==> src/rtl/gse_pkg.sv <==
package gse_pkg;
  typedef enum logic [1:0] {
    OP_SCAT_OUT = 2'b00,
    OP_SCAT_IN  = 2'b01,
    OP_GATH_SUM = 2'b10,
    OP_GATH_MAX = 2'b11
  } gs_op_e;

  typedef enum logic [2:0] {
    ST_IDLE, ST_FETCH, ST_EWAIT, ST_RDA, ST_RDB, ST_WR, ST_DONE
  } gs_state_e;
endpackage

==> src/rtl/gse_addr_gen.sv <==
module gse_addr_gen #(
  parameter int ADDR_W = 10,
  parameter int IDX_W  = 7,
  parameter int DIM_W  = 5
) (
  input  logic [ADDR_W-1:0] base_i,
  input  logic [IDX_W-1:0]  idx_i,
  input  logic [DIM_W-1:0]  dim_i,
  input  logic [DIM_W-1:0]  elem_i,
  output logic [ADDR_W-1:0] addr_o
);
  // row-major: one embedding of dim_i words per index
  assign addr_o = base_i + ADDR_W'(idx_i) * ADDR_W'(dim_i) + ADDR_W'(elem_i);
endmodule

==> src/rtl/gse_reduce.sv <==
module gse_reduce #(
  parameter int DATA_W = 16
) (
  input  logic              is_max_i,
  input  logic              first_i,
  input  logic [DATA_W-1:0] edge_i,
  input  logic [DATA_W-1:0] acc_i,
  output logic [DATA_W-1:0] res_o
);
  localparam logic [DATA_W-1:0] MOST_NEG = {1'b1, {(DATA_W-1){1'b0}}};
  logic [DATA_W-1:0] start;

  always_comb begin
    if (first_i) start = is_max_i ? MOST_NEG : '0;
    else         start = acc_i;
    if (is_max_i) res_o = ($signed(edge_i) > $signed(start)) ? edge_i : start;
    else          res_o = start + edge_i;
  end
endmodule

==> src/rtl/gse_touch.sv <==
module gse_touch #(
  parameter int VID_W = 4
) (
  input  logic             clk,
  input  logic             rst_n,
  input  logic             clr_i,
  input  logic             set_i,
  input  logic [VID_W-1:0] set_idx_i,
  input  logic [VID_W-1:0] qry_idx_i,
  output logic             hit_o
);
  localparam int NV = 1 << VID_W;
  logic [NV-1:0] seen;

  for (genvar i = 0; i < NV; i++) begin : g_bit
    always_ff @(posedge clk or negedge rst_n) begin
      if (!rst_n)                                      seen[i] <= 1'b0;
      else if (clr_i)                                  seen[i] <= 1'b0;
      else if (set_i && (set_idx_i == VID_W'(i)))      seen[i] <= 1'b1;
    end
  end

  assign hit_o = seen[qry_idx_i];

  // within a command a touched destination never reverts to untouched
  assert_touch_sticky_R4: assert property (@(posedge clk) disable iff (!rst_n)
    !clr_i |=> ((seen & $past(seen)) == $past(seen)));
endmodule

==> src/rtl/gse_engine.sv <==
module gse_engine
  import gse_pkg::*;
#(
  parameter int DATA_W = 16,
  parameter int ADDR_W = 10,
  parameter int VID_W  = 4,
  parameter int EID_W  = 6,
  parameter int TILE_W = 4,
  parameter int DIM_W  = 5
) (
  input  logic                    clk,
  input  logic                    rst_n,
  input  logic                    cmd_valid,
  output logic                    cmd_ready,
  input  logic [1:0]              cmd_op,
  input  logic [TILE_W-1:0]       cmd_tile,
  input  logic [EID_W:0]          cmd_edges,
  input  logic [DIM_W-1:0]        cmd_dim,
  input  logic [ADDR_W-1:0]       cmd_src_base,
  input  logic [ADDR_W-1:0]       cmd_dst_base,
  output logic                    el_rd_en,
  output logic [TILE_W+EID_W-1:0] el_rd_addr,
  input  logic [VID_W-1:0]        el_rd_src,
  input  logic [VID_W-1:0]        el_rd_dst,
  output logic                    emb_rd_en,
  output logic [ADDR_W-1:0]       emb_rd_addr,
  input  logic [DATA_W-1:0]       emb_rd_data,
  output logic                    emb_wr_en,
  output logic [ADDR_W-1:0]       emb_wr_addr,
  output logic [DATA_W-1:0]       emb_wr_data,
  output logic                    done
);
  localparam int IDX_W = (EID_W + 1 > VID_W) ? EID_W + 1 : VID_W;

  gs_state_e         state;
  gs_op_e            op_q;
  logic [TILE_W-1:0] tile_q;
  logic [EID_W:0]    ecnt_q, eidx;
  logic [DIM_W-1:0]  dim_q, elem;
  logic [ADDR_W-1:0] sbase_q, dbase_q;
  logic [VID_W-1:0]  vsrc_q, vdst_q;
  logic [DATA_W-1:0] a_q;

  logic is_gather, accept, last_elem, first_touch;
  logic [IDX_W-1:0]  rd_idx, wr_idx;
  logic [ADDR_W-1:0] a_addr, w_addr;
  logic [DATA_W-1:0] red_out;

  assign is_gather = op_q[1];
  assign accept    = cmd_valid && cmd_ready;
  assign last_elem = (elem == dim_q - 1'b1);

  // index selection per operation: edge index or vertex id
  always_comb begin
    unique case (op_q)
      OP_SCAT_OUT: rd_idx = IDX_W'(vsrc_q);
      OP_SCAT_IN:  rd_idx = IDX_W'(vdst_q);
      default:     rd_idx = IDX_W'(eidx);
    endcase
    wr_idx = is_gather ? IDX_W'(vdst_q) : IDX_W'(eidx);
  end

  gse_addr_gen #(.ADDR_W(ADDR_W), .IDX_W(IDX_W), .DIM_W(DIM_W)) u_rd_ag (
    .base_i(sbase_q), .idx_i(rd_idx), .dim_i(dim_q), .elem_i(elem), .addr_o(a_addr));

  gse_addr_gen #(.ADDR_W(ADDR_W), .IDX_W(IDX_W), .DIM_W(DIM_W)) u_wr_ag (
    .base_i(dbase_q), .idx_i(wr_idx), .dim_i(dim_q), .elem_i(elem), .addr_o(w_addr));

  gse_touch #(.VID_W(VID_W)) u_touch (
    .clk(clk), .rst_n(rst_n), .clr_i(accept),
    .set_i((state == ST_WR) && last_elem), .set_idx_i(vdst_q),
    .qry_idx_i(vdst_q), .hit_o(first_touch));

  gse_reduce #(.DATA_W(DATA_W)) u_red (
    .is_max_i(op_q == OP_GATH_MAX), .first_i(!first_touch),
    .edge_i(a_q), .acc_i(emb_rd_data), .res_o(red_out));

  // outputs decoded from state
  assign cmd_ready   = (state == ST_IDLE);
  assign done        = (state == ST_DONE);
  assign el_rd_en    = (state == ST_FETCH);
  assign el_rd_addr  = {tile_q, eidx[EID_W-1:0]};
  assign emb_rd_en   = (state == ST_RDA) || (state == ST_RDB);
  assign emb_rd_addr = (state == ST_RDB) ? w_addr : a_addr;
  assign emb_wr_en   = (state == ST_WR);
  assign emb_wr_addr = w_addr;
  assign emb_wr_data = is_gather ? red_out : emb_rd_data;

  always_ff @(posedge clk or negedge rst_n) begin
    if (!rst_n) begin
      state   <= ST_IDLE;
      op_q    <= OP_SCAT_OUT;
      tile_q  <= '0;
      ecnt_q  <= '0;
      dim_q   <= '0;
      sbase_q <= '0;
      dbase_q <= '0;
      eidx    <= '0;
      elem    <= '0;
      vsrc_q  <= '0;
      vdst_q  <= '0;
      a_q     <= '0;
    end else begin
      unique case (state)
        ST_IDLE: if (accept) begin
          op_q    <= gs_op_e'(cmd_op);
          tile_q  <= cmd_tile;
          ecnt_q  <= cmd_edges;
          dim_q   <= cmd_dim;
          sbase_q <= cmd_src_base;
          dbase_q <= cmd_dst_base;
          eidx    <= '0;
          elem    <= '0;
          state   <= (cmd_edges == '0) ? ST_DONE : ST_FETCH;
        end
        ST_FETCH: state <= ST_EWAIT;
        ST_EWAIT: begin
          vsrc_q <= el_rd_src;
          vdst_q <= el_rd_dst;
          state  <= ST_RDA;
        end
        ST_RDA: state <= is_gather ? ST_RDB : ST_WR;
        ST_RDB: begin
          a_q   <= emb_rd_data;
          state <= ST_WR;
        end
        ST_WR: begin
          if (last_elem) begin
            elem  <= '0;
            eidx  <= eidx + 1'b1;
            state <= (eidx + 1'b1 == ecnt_q) ? ST_DONE : ST_FETCH;
          end else begin
            elem  <= elem + 1'b1;
            state <= ST_RDA;
          end
        end
        ST_DONE: state <= ST_IDLE;
        default: state <= ST_IDLE;
      endcase
    end
  end

  assert_ready_quiet_R1: assert property (@(posedge clk) disable iff (!rst_n)
    cmd_ready |-> (!emb_wr_en && !emb_rd_en && !el_rd_en));
  assert_done_single_R8: assert property (@(posedge clk) disable iff (!rst_n)
    done |=> !done);
  assert_done_after_write_R8: assert property (@(posedge clk) disable iff (!rst_n)
    done |-> ($past(emb_wr_en) || $past(accept)));
  assert_list_single_R7: assert property (@(posedge clk) disable iff (!rst_n)
    el_rd_en |=> (!el_rd_en && !emb_wr_en));
  assert_no_rw_same_cycle_R9: assert property (@(posedge clk) disable iff (!rst_n)
    !(emb_rd_en && emb_wr_en));
  assert_max_not_below_R5: assert property (@(posedge clk) disable iff (!rst_n)
    (emb_wr_en && op_q == OP_GATH_MAX) |-> ($signed(emb_wr_data) >= $signed(a_q)));
endmodule

==> config.mk <==
export PLATFORM = sky130hd
export DESIGN_NAME = gse_engine
export DESIGN_NICKNAME = d
export VERILOG_FILES = /design/src/rtl/gse_pkg.sv /design/src/rtl/gse_addr_gen.sv /design/src/rtl/gse_reduce.sv /design/src/rtl/gse_touch.sv /design/src/rtl/gse_engine.sv
export SDC_FILE = /design/constraint.sdc
export NUM_CORES = 1
export LEC_CHECK = 0
export BUFFER_PORTS_ARGS = -buffer_cell sky130_fd_sc_hd__buf_2
export CELL_PAD_IN_SITES_DETAIL_PLACEMENT = 2
export CELL_PAD_IN_SITES_GLOBAL_PLACEMENT = 2
export CORE_UTILIZATION = 38
export CTS_CLUSTER_DIAMETER = 120
export DETAILED_ROUTE_END_ITERATION = 6
export PLACE_DENSITY_LB_ADDON = 0.1
export SETUP_SLACK_MARGIN = 0.4
export SYNTH_ARGS = -nofsm -noshare
export SYNTH_HDL_FRONTEND = slang
export SYNTH_HIERARCHICAL = 1
export SYNTH_SLANG_ARGS = --single-unit
export TNS_END_PERCENT = 1
==> constraint.sdc <==
create_clock -name clk -period 6.2 [get_ports clk]
set_clock_uncertainty 0.15 [all_clocks]
set_input_delay 0.31 -clock clk [delete_from_list [all_inputs] [get_ports clk]]
set_output_delay 0.31 -clock clk [all_outputs]
set_load 0.005 [all_outputs]
# Word-level counts from Yosys, hierarchy flattened
# Cells that the tools add are included.
# W data, S select, Z words.
[word_totals]
regBits = 93
input_bits = 65
out_inout_bits = 51
word_cells = 164
[op_classes]
add_sub_neg = 8
mul = 2
n_lt_le_gt_ge = 2
n_eq_ne = 27
muxes = 54
n_reduce_logical = 43
[op_table]
columns = ["operator", "n"]
rows = [
  ["$mux W16", 5],
  ["$mux W1", 34],
  ["$reduce_bool A2 Y1", 17],
  ["$eq A4 B4 Y1 const B", 8],
  ["$pmux W7 S2", 2],
  ["$mux W7", 3],
  ["$add A10 B10 Y10", 2],
  ["$add A10 B5 Y10", 2],
  ["$mul A7 B5 Y10", 2],
  ["$logic_and A1 B1 Y1", 18],
  ["$pmux W3 S6", 1],
  ["$add A16 B16 Y16", 1],
  ["$eq A4 B3 Y1 const B", 4],
  ["$gt A16 B16 Y1", 1],
  ["$mux W3", 4],
  ["$mux W10", 1],
  ["$mux W5", 2],
  ["$pmux W5 S2", 1],
  ["$eq A3 B3 Y1 const B", 3],
  ["$eq A4 B2 Y1 const B", 2],
  ["$add A7 B1 Y7 const B", 1],
  ["$eq A7 B7 Y1", 1],
  ["$logic_not A7 Y1", 1],
  ["$eq A3 B2 Y1 const B", 2],
  ["other kinds (16)", 18],
]

# Depth between registers and ports, before layout
# Gate-level depths: netlist (run 1).
[depth]
depth_word = 7
ltp_mapped = 20

# Cells and area by module
# Netlist (run 1), hierarchy kept.
[modules_own_cells]
columns = ["module", "instances", "cells_per_inst", "area_each_um2", "seq_area_each_um2"]
rows = [
  ["gse_engine", 1, 345, 4058.9, 1926.8],
  ["gse_addr_gen", 2, 140, 1292.5, 0.0],
  ["gse_reduce", 1, 218, 1637.8, 0.0],
  ["gse_touch", 1, 66, 752.0, 400.4],
]

# Least setup slack after synthesis (run 1)
# No wires, ideal clock.
[synth_timing]
kind = "flip-flop to output port"
from = "register op_q[1]"
to = "output port emb_rd_addr[8]"
arrival_time_ns = 4.634
path_slack_ns = 1.106
path_stages_with_launch = 19
path_buffers = 2
cell_sequence = "dfrtp_1 clkbuf_1 clkbuf_1 nand2_1 o21ai_0 nand2_1 fa_1 fa_1 inv_1 fa_1 inv_1 fa_1 inv_1 ha_1 o21a_1 a21oi_1 a21oi_1 xor2_1 mux2_1"
[synth_between]
elab_chain_cells = 6
word_cells_on_any_way = 11
cone_classes = "4 x add/sub; 2 x mul; 1 x eq/ne; 3 x mux; 1 x reduce/logical"
[synth_lines]
columns = ["element", "line", "source"]
rows = [
  ["from (decl)", "gse_engine.sv:36", "gs_op_e op_q;"],
  ["from (signal assigned)", "gse_engine.sv:106", "op_q <= gs_op_e'(cmd_op);"],
  ["$eq A2 B1 Y1 or $logic_not A2 Y1 (tied branches)", "gse_engine.sv:55", "unique case (op_q)"],
  ["$pmux W7 S2 (*)", "gse_engine.sv:55", ""],
  ["net rd_idx[0]", "gse_engine.sv:45", "logic [IDX_W-1:0] rd_idx, wr_idx;"],
  ["$mul A7 B5 Y10 (*)", "gse_addr_gen.sv:13", "assign addr_o = base_i + ADDR_W'(idx_i) * ADDR_W'(dim_i) + ADDR_W'(elem_i);"],
  ["$add A10 B10 Y10 (*)", "gse_addr_gen.sv:13", ""],
  ["$add A10 B5 Y10 (*)", "gse_addr_gen.sv:13", ""],
  ["net a_addr[8]", "gse_engine.sv:46", "logic [ADDR_W-1:0] a_addr, w_addr;"],
  ["$mux W10 (*)", "gse_engine.sv:84", "assign emb_rd_addr = (state == ST_RDB) ? w_addr : a_addr;"],
  ["to (decl)", "gse_engine.sv:26", "output logic [ADDR_W-1:0] emb_rd_addr,"],
]
# The timed path passes the listed nets; every way through them passes the cells marked *.

# Worst setup path in the final report (run 1)
[layout_timing]
from = "register op_q[1]"
to = "output port emb_rd_addr[9]"
[layout_between]
word_cells_on_any_way = 11
cone_classes = "4 x add/sub; 2 x mul; 1 x eq/ne; 3 x mux; 1 x reduce/logical"
[layout_lines]
columns = ["element", "line", "source"]
rows = [
  ["$mux W7", "gse_engine.sv:60", "wr_idx = is_gather ? IDX_W'(vdst_q) : IDX_W'(eidx);"],
  ["net wr_idx[5]", "gse_engine.sv:45", ""],
  ["$mul A7 B5 Y10", "gse_addr_gen.sv:13", ""],
  ["$add A10 B10 Y10", "gse_addr_gen.sv:13", ""],
  ["$add A10 B5 Y10", "gse_addr_gen.sv:13", ""],
  ["$mux W10", "gse_engine.sv:84", ""],
]
# The timed path passes the listed nets, and every way through them passes these cells.

==> results of run 1 <==
## layout by cell type (no fill, tap or decap), types with 16 or more instances in the layout
cell	instances
a21oi_1	39
and2_1	37
buf_2	114
buf_4	17
dfrtp_1	88
fa_1	53
ha_1	81
inv_1	90
mux2_2	86
mux2i_1	26
nand2_1	59
nand2b_1	19
nor2_1	50
o21ai_0	16
xnor2_1	39
## worst max-delay path, delay by kind of cell, from the launching register on
family / cells / cell delay [ns]
fa+ha+maj: 5 / 2.17
simple gates: 2 / 0.67
flops: 1 / 0.57
compound gates: 3 / 0.50
buf+inv: 3 / 0.40
mux: 1 / 0.28
xor+xnor: 1 / 0.17
## timing repair
item	CTS	global route
hold buffers	2	0
hold endpoints to repair	35	0
setup endpoints to repair	2	6
resized for setup	2	15
buffers inserted	0	3
pin swaps	0	0
## cells in the mapped netlist (4+ instances only)
cell | count | area, µm²
and2_2 | 6 | 45.04
a31oi_1 | 12 | 75.07
o21bai_1 | 4 | 30.03
mux4_1 | 4 | 105.1
nand2b_1 | 19 | 118.9
xnor2_1 | 39 | 341.6
nor3b_1 | 6 | 45.04
nand2_1 | 59 | 221.5
mux2i_1 | 26 | 260.3
buf_4 | 6 | 45.04
and2_1 | 38 | 237.7
and3_1 | 5 | 31.28
nor3_1 | 7 | 35.03
nor2_1 | 50 | 187.7
fa_1 | 53 | 1061
o21a_1 | 7 | 52.55
buf_2 | 15 | 75.07
o221ai_1 | 5 | 43.79
o21ai_0 | 20 | 100.1
a21oi_1 | 41 | 205.2
or4_1 | 5 | 37.54
inv_1 | 90 | 337.8
ha_1 | 81 | 1013
o22ai_1 | 4 | 25.02
mux2_2 | 86 | 968.4
nand3_1 | 13 | 65.06
o211ai_1 | 6 | 45.04
xor2_1 | 15 | 131.4
nor2b_1 | 14 | 87.58
mux2_1 | 5 | 56.30
clkbuf_1 | 11 | 41.29
dfrtp_1 | 93 | 2327
## registers in the layout, summed over array words and instances, names as in the netlist
register      count
dim_q             5
vdst_q            4
elem              5
eidx              7
sbase_q          10
ecnt_q            7
a_q              16
vsrc_q            4
state             3
tile_q            4
dbase_q          10
op_q              2
u_touch/seen     16
## path summary, 6_finish.rpt
| path | slack, ns | depth (start not counted) | from | to |
|---|---|---|---|---|
| max in group asynchronous | 4.32 | 3 | rst_n | vdst_q[0] |
| min | 0.03 | 3 | cmd_dim[0] | dim_q[0] |
| min reg2reg | 0.34 | 2 | u_touch/seen[13] | u_touch/seen[13] |
| max | 0.61 | 15 | op_q[1] | emb_rd_addr[9] |
| max reg2reg | 2.79 | 9 | dim_q[0] | u_touch/seen[0] |
| min in group asynchronous | 0.31 | 2 | rst_n | a_q[7] |
## per-layer routing
layer,global-route usage,up-vias,part of all wire
li1,-,3316,-
met1,0.2927,3591,0.47
met4,0.03035,0,0.0076
met2,0.3999,101,0.50
met5,0,-,0
met3,0.03194,15,0.027
## metrics by stage
step	hold WS [ns]	total power, mW	utilization	area, µm²	worst slack, ns
floorplan	-0.1356	4.733	-	9034	1.106
global placement	0.1678	6.217	0.4237	9916	0.7950
detailed placement	0.1810	6.353	0.4237	9916	0.6660
CTS	0.01225	6.948	0.4363	10210	0.4188
global route	0.01910	7.645	0.4393	10280	0.3881
finish	0.02942	6.862	0.4394	10280	0.6135
## where the power goes
| group | internal (mW) | switching (mW) |
|---|---|---|
| clock | 0.276 | 0.266 |
| sequential | 0.857 | 0.333 |
| combinational | 2.45 | 2.68 |
## layout make-up
cell class	count	area, µm²
fillers	2605	13120
multi-input cells	688	6188
flip-flops and latches	93	2336
repair buffers	134	738.2
well taps	319	399.1
inverters	92	345.3
clock buffers	10	229.0
clock inverters	5	43.79
diodes	1	2.502
## cell families after synthesis
group | synth area share
compound gates | 0.09834
simple gates | 0.1470
xor+xnor | 0.05236
fa+ha+maj | 0.2296
mux | 0.1539
buf+inv | 0.06122
flops | 0.2576
==> flow_summary.ini, run 1 <==
[status]
status = completed

[drt]
wl_per_cell_um = 19.47
initialDrtViolationCount = 299
wl_um = 26130
vias = 7023
drc = 0
via_per_inst = 5.233
drt.antenna.violating_nets = 0
firstDrtPassIters = 4

[cells_and_area]
drive_above_1_share = 0.2671
final_cells = 1342
nets = 1217
syn_to_final_growth_pct = 13.82

[synth]
synth_cell_types = 74
yosysWarnings = 6
synth-seq-cells = 93
synth-edff-count = 0
avgSynthCellArea_um2 = 9.938
synth_ff_type = dfrtp_1
synthArstFlopShare = 1.000
syn_nets = 1108
ys_seq_area_frac = 0.2576
synth_cells = 909
synth_area_mm2 = 0.009034

[critical_path]
cp_common_cell = fa_1
required_ns = 5.74
cp_cell_sequence = buf_4 -> nor2b_1 -> nand2_1 -> fa_1 -> inv_1 -> fa_1 -> fa_1 -> ha_1 -> ha_1 -> o21ai_0 -> a21oi_1 -> a221oi_1 -> xnor2_1 -> mux2_2 -> buf_2
path_class = reg -> out
path_max_fanout = 12
worstPathArrival_ns = 5.13
critical-path-max-stage-delay_ns = 0.57
slowest_stage = dfrtp_4
cp-end-kind = output pin
critical_path.startpoint_type = flip-flop

[global_route]
antenna_found_initial = 1
grt_use_total = 0.2243
grt_start_max_net_pins = 61
grt-ovfl-total = 0
grt_pass1_wl_um = 42190
grt_pass1_vias = 7877

[flow_run]
drv_cap = 0

[sta]
drv_slew = 0
hold_viol = 0
setup_viol = 0
rsz0062_at_grt = true
setup-tns-final_ns = 0
fin_crit_ns = 5.587
relSlewSlack = 0.3267
min_period_over_period = 0.9011
max_freq_mhz = 179.0
tightestPinTransition_ns = 1.001

[die]
core_area_mm2 = 0.02340
die_width_um = 156.2
io-pin-count = 116
die-area_mm2 = 0.02439
die_h_um = 156.2
start_util = 0.3860
fp-row-count = 56

[placed_design]
io_buffers = 115
hpwlAfterDp_um = 20110
place_congestion = 0.7696
placed_cells = 1321

[cts]
htreeDepth = 3
cts_sinks = 93
clkTransAtPathRegs_ns = 0.07
cts_root_buffer = clkbuf_16
cts_tree = yes
cts.path.max_buffers = 2
clk_latency_ns = 0.36
cts_inserted_buffers = 9

[power_and_ir_drop]
leakage_nw = 4.933
p_per_area_mw_per_mm2 = 667.3
ir_drop_mv = 0.2904

[min_path]
worstHoldPathType = in -> reg
(Power assumes the default switching activity.)
==> inputs of run 2 (changes only) <==
CELL_PAD_IN_SITES_DETAIL_PLACEMENT = 1   (was 2)
CELL_PAD_IN_SITES_GLOBAL_PLACEMENT = 1   (was 2)
CORE_UTILIZATION = 47   (was 38)
==> run 2 against run 1 <==
Maximum frequency down 0.97%. Final area down 1.8%. Cell count down 6.9%. Sequential power about the same. Die area down 19%. Critical endpoint is now emb_rd_addr[8]. Highest routed layer unchanged.
==> flow_summary.ini, run 2 (synthesis results as in run 1) <==
[min_path]
worstHoldPathType = in -> reg
whs_path_depth = 2
hp-start = cmd_src_base[0]

[critical_path]
path_class = reg -> out
worst-r2r-cell-count = 9
r2r_setup_slack_ns = 2.97
critical_path.startpoint_type = flip-flop
endpoint = emb_rd_addr[8]
r2r-start = dim_q[1]
path_max_fanout = 19
required_ns = 5.74
worstPathArrival_ns = 5.18
crit_start = op_q[1]
reg2reg_to = u_touch/seen[1]
cp-end-kind = output pin

[drt]
firstDrtPassIters = 5
initialDrtViolationCount = 208
drc = 0
wl_per_cell_um = 18.08
wl_um = 22590
drt.antenna.violating_nets = 0
via_per_inst = 5.495
vias = 6863

[placed_design]
io_buffers = 115
placed_area_mm2 = 0.009772
place_ws_ns = 0.6549
place_congestion = 0.7762
hpwlAfterDp_um = 17330

[power_and_ir_drop]
swShare = 0.4723
ir_drop_mv = 0.3275
switchingPower_mw = 3.201
p_per_area_mw_per_mm2 = 671.4
leakage_nw = 4.894
intPower_mw = 3.576
p_seq_frac = 0.177
p_clk_frac = 0.085
p_comb_frac = 0.738

[die]
die_width_um = 140.6
io-pin-count = 116
start_util = 0.4813
die_h_um = 140.6
die-area_mm2 = 0.01978
fp-row-count = 50
core_area_mm2 = 0.01877

[sta]
rsz0062_at_grt = true
hold_ws_ns = 0.02364
fin_ws_ns = 0.5589
relSlewSlack = 0.4120
drv_slew = 0
max_freq_mhz = 177.3
hold_viol = 0
fin_crit_ns = 5.641
setup-tns-final_ns = 0
setup_viol = 0
min_period_over_period = 0.9099
tightestPinTransition_ns = 0.8820

[cells_and_area]
layout_common_cells = buf_2 (114), dfrtp_1 (90), inv_1 (89)
diodes = 0
nets = 1209
final_cell_area_mm2 = 0.01009
top_regs = a_q x16, u_touch/seen x16
drive_above_1_share = 0.2581
utilization = 0.5379
syn_to_final_growth_pct = 11.75
final_common_cell = buf_2

[cts]
clkTransAtPathRegs_ns = 0.08
cts.path.max_buffers = 2
cts_inserted_buffers = 9
clk_latency_ns = 0.37
cts_tree = yes
cts_root_buffer = clkbuf_16
htreeDepth = 3
cts_sinks = 93

[global_route]
grt_start_max_net_pins = 67
met1_usage = 0.3547
gr-usage-met3 = 0.02344
grt_pass1_vias = 7242
grt-ovfl-total = 0
antenna_found_initial = 0
top_usage_layer = met2
grt_use_total = 0.2416
grt_pass1_wl_um = 37510
use_met2 = 0.3826

[flow_run]
drv_cap = 0

[status]
status = completed
## run 2: cell types whose count changed in the layout (fill, tap and decap cells not counted), sizes merged
cell | before | now
clkinv | 2 | 1
buf | 132 | 124
clkinvlp | 0 | 2
diode | 1 | 0
## run 2: how the worst min path moves through the flow
stage / endpoint / slack (ns)
floorplan: a_q[0] / -0.14
global placement: a_q[8] / 0.11
detailed placement: a_q[8] / 0.11
CTS: sbase_q[0] / 0.02
global route: dim_q[3] / 0.02
finish: sbase_q[0] / 0.02
## run 2: what timing repair did
action,4_1_cts,5_1_grt
endpoints found under the setup margin,2,18
hold buffers,2,0
hold endpoints to repair,28,0
gates resized for setup,2,8
setup buffers,0,0
## run 2: per-layer routing
| metal | wire length [µm] | vias up |
|---|---|---|
| met1 | 11330 | 3431 |
| met5 | 0 | - |
| met2 | 10340 | 112 |
| li1 | - | 3304 |
| met3 | 654 | 16 |
| met4 | 262 | 0 |
## run 2: cell type report
class                      instances  area, µm²
sequential                        93       2331
clock inverter                     6      52.55
timing repair buffer             126      665.6
fill                            2206       8673
tap                              234      292.8
clock buffer                      10      239.0
multi-input combinational        688       6168
inverter                          92      345.3
## run 2: worst max-delay path: stages (launching register included)
cell and delay (ns):
dfrtp_2 0.56, mux2_2 0.44, nand2_1 0.11, fa_1 0.45, fa_1 0.55, inv_1 0.06
fa_1 0.54, inv_1 0.06, fa_1 0.51, inv_1 0.05, ha_1 0.34, o21a_1 0.20
a21oi_1 0.24, a21oi_1 0.13, xor2_1 0.16, mux2_1 0.29, buf_2 0.13
## run 2: power groups by stage
stage | registers [mW] | logic, mW | clock network (mW)
floorplan | 1.08 | 3.65 | 0
global placement | 1.20 | 4.88 | 0
detailed placement | 1.22 | 4.98 | 0
CTS | 1.20 | 5.05 | 0.588
global route | 1.26 | 5.62 | 0.608
finish | 1.20 | 5.00 | 0.573
## run 2: through the flow
| step | instances | power [mW] |
|---|---|---|
| 2_1_floorplan | 909 | 4.733 |
| 3_3_place_gp | 1231 | 6.083 |
| 3_5_place_dp | 1231 | 6.195 |
| 4_1_cts | 1249 | 6.846 |
| 5_1_grt | 1249 | 7.490 |
| 6_report | 1249 | 6.777 |
==> inputs of run 3 (changes only) <==
CORE_UTILIZATION = 45   (was 47)
SYNTH_HIERARCHICAL = unset   (was 1)
==> run 3 against run 2 <==
Clock-buffer cell count fell by 1. Via count is 13% higher. Register-to-register slack is essentially flat. Wire length up 19%. Power down 5.9%. Synthesized cell count up 15%. Final area rose by 4.6%.
==> flow_summary.ini, run 3 <==
[status]
status = completed

[sta]
setup-tns-final_ns = 0
fin_crit_ns = 5.700
drv_slew = 0
hold_ws_ns = 0.01480
hold_viol = 0
min_period_over_period = 0.9193
tightestPinTransition_ns = 0.9007
max_freq_mhz = 175.5
setup_viol = 0
rsz0062_at_grt = false
relSlewSlack = 0.3877

[cells_and_area]
regArea_mm2 = 0.002333
multi_input_area_mm2 = 0.006047
top_regs = a_q x16, u_touch.seen x16
final_cells = 1433
final_common_cell = nand2_1
drive_above_1_share = 0.2072
utilization = 0.5425
diodes = 0
syn_to_final_growth_pct = 18.43
nFillCells = 2312
nets = 1357
layout_common_cells = nand2_1 (158), buf_2 (114), inv_1 (107)

[cts]
clk_latency_ns = 0.36
cts_sinks = 93
cts.path.max_buffers = 2
cts_root_buffer = clkbuf_16
clkTransAtPathRegs_ns = 0.08
cts_inserted_buffers = 9
htreeDepth = 3
cts_tree = yes

[drt]
wl_per_cell_um = 18.70
initialDrtViolationCount = 330
drc = 0
via_per_inst = 5.426
wl_um = 26800
vias = 7775
firstDrtPassIters = 4
drt.antenna.violating_nets = 0

[flow_run]
drv_cap = 0

[synth]
synth_cells = 1041
ys_seq_area_frac = 0.2610
synth_ff_type = dfrtp_1
synth_area_mm2 = 0.008916
synth-seq-cells = 93
yosysWarnings = 0
syn_nets = 1235
synthArstFlopShare = 1.000
synth_cell_types = 66
synth_top_area_share = 0.2610
yosys.area.top_type = dfrtp_1
synth_area_leaders = dfrtp_1 (26%), fa_1 (12%), ha_1 (11%), nand2_1 (6.7%), inv_1 (4.5%)
post-synth-top-count-cell = nand2_1
synth-edff-count = 0
avgSynthCellArea_um2 = 8.565
synth.top_cells.by_count = nand2_1 (158), inv_1 (107), dfrtp_1 (93), ha_1 (76), nor2_1 (65)

[global_route]
grt_start_max_net_pins = 68
grt_use_total = 0.2751
grt_pass1_vias = 8236
grt-ovfl-total = 0
antenna_found_initial = 0
grt_pass1_wl_um = 43280

[power_and_ir_drop]
p_per_area_mw_per_mm2 = 603.7
power_mw = 6.374
ir_drop_mv = 0.2764
leakage_nw = 5.146

[die]
die-area_mm2 = 0.02038
die_width_um = 142.8
start_util = 0.4581
fp-row-count = 51
die_h_um = 142.8
io-pin-count = 116
core_area_mm2 = 0.01946

[placed_design]
io_buffers = 115
placed_cells = 1382
hpwlAfterDp_um = 19280
place_congestion = 0.8592

[critical_path]
path_class = reg -> out
worstPathArrival_ns = 5.24
endpoint = emb_rd_addr[9]
r2r-start = dim_q[1]
critical_path.startpoint_type = flip-flop
worst-r2r-cell-count = 10
crit_start = op_q[1]
reg2reg_to = u_touch.seen[10]
cp-end-kind = output pin
r2r_setup_slack_ns = 2.96
required_ns = 5.74
path_max_fanout = 8

[min_path]
worstHoldPathType = in -> reg
==> run 3: critical path: stages, from the launching register on <==
cell and delay, ns:
dfrtp_4 0.57, mux2i_4 0.35, nor2_1 0.09, fa_1 0.47, ha_1 0.31, inv_1 0.06, fa_1 0.49, fa_1 0.53
inv_1 0.05, ha_1 0.34, a21o_1 0.21, a21oi_2 0.16, o21bai_2 0.11, a2111oi_4 0.32, nor3_2 0.10, xnor2_1 0.13
buf_4 0.15, mux2_2 0.28, buf_2 0.13
==> run 3: kinds of logic (layout without fill, tap and decap cells) <==
kind of cell | count (synthesis) | count (layout) | synth area share
AND/OR/NAND/NOR | 364 | 364 | 0.1911
AO/OA/AOI/OAI | 180 | 180 | 0.1309
buffers and inverters | 178 | 305 | 0.07985
adder cells (fa/ha/maj) | 129 | 129 | 0.2257
flip-flops | 93 | 93 | 0.2610
XOR/XNOR | 51 | 51 | 0.05010
multiplexers | 46 | 46 | 0.06132
==> run 3: metrics by stage <==
stage | setup WS, ns | instance area [µm²]
after global placement | 0.6827 | 9717
after CTS | 0.4098 | 10390
after floorplan | 1.016 | 8916
after detailed placement | 0.5513 | 9717
after global routing | 0.3406 | 10560
final | 0.5004 | 10560
==> run 3: routing by layer <==
metal | share of wire | GRT usage | vias up
met5 | 0 | 0 | -
met4 | 0.011 | 0.06452 | 0
met3 | 0.031 | 0.02817 | 22
met2 | 0.49 | 0.4631 | 145
met1 | 0.47 | 0.3798 | 3901
li1 | - | - | 3707
==> run 3: layout make-up <==
cell class,count,share of cell area
Sequential cell,93,0.2210
Inverter,119,0.04278
Clock inverter,7,0.01078
Timing Repair Buffer,170,0.1000
Clock buffer,9,0.02133
Tap cell,265,0.03140
Multi-Input combinational cell,770,0.5727
==> run 3: timing repair <==
action / CTS / global route
setup endpoints to repair: 4 / 4
hold endpoints to repair: 46 / 0
hold buffers: 21 / 0
setup buffers: 5 / 9
pin swaps: 1 / 8
resized for setup: 20 / 23
==> run 3: worst min-delay path by stage <==
stage | cells past startpoint | from | endpoint
2_1_floorplan | 0 | rst_n | a_q[0]
3_5_place_dp | 1 | rst_n | a_q[7]
5_1_grt | 3 | cmd_edges[0] | ecnt_q[0]
4_1_cts | 3 | cmd_dst_base[4] | dbase_q[4]
6_report | 3 | cmd_edges[1] | ecnt_q[1]
3_3_place_gp | 1 | rst_n | a_q[7]
==> run 3: power breakdown <==
group	leakage (nW)	internal, mW	switching (mW)
logic	3.80	2.03	2.53
clock network	0.166	0.366	0.298
registers	1.18	0.832	0.316
total	5.15	3.23	3.14
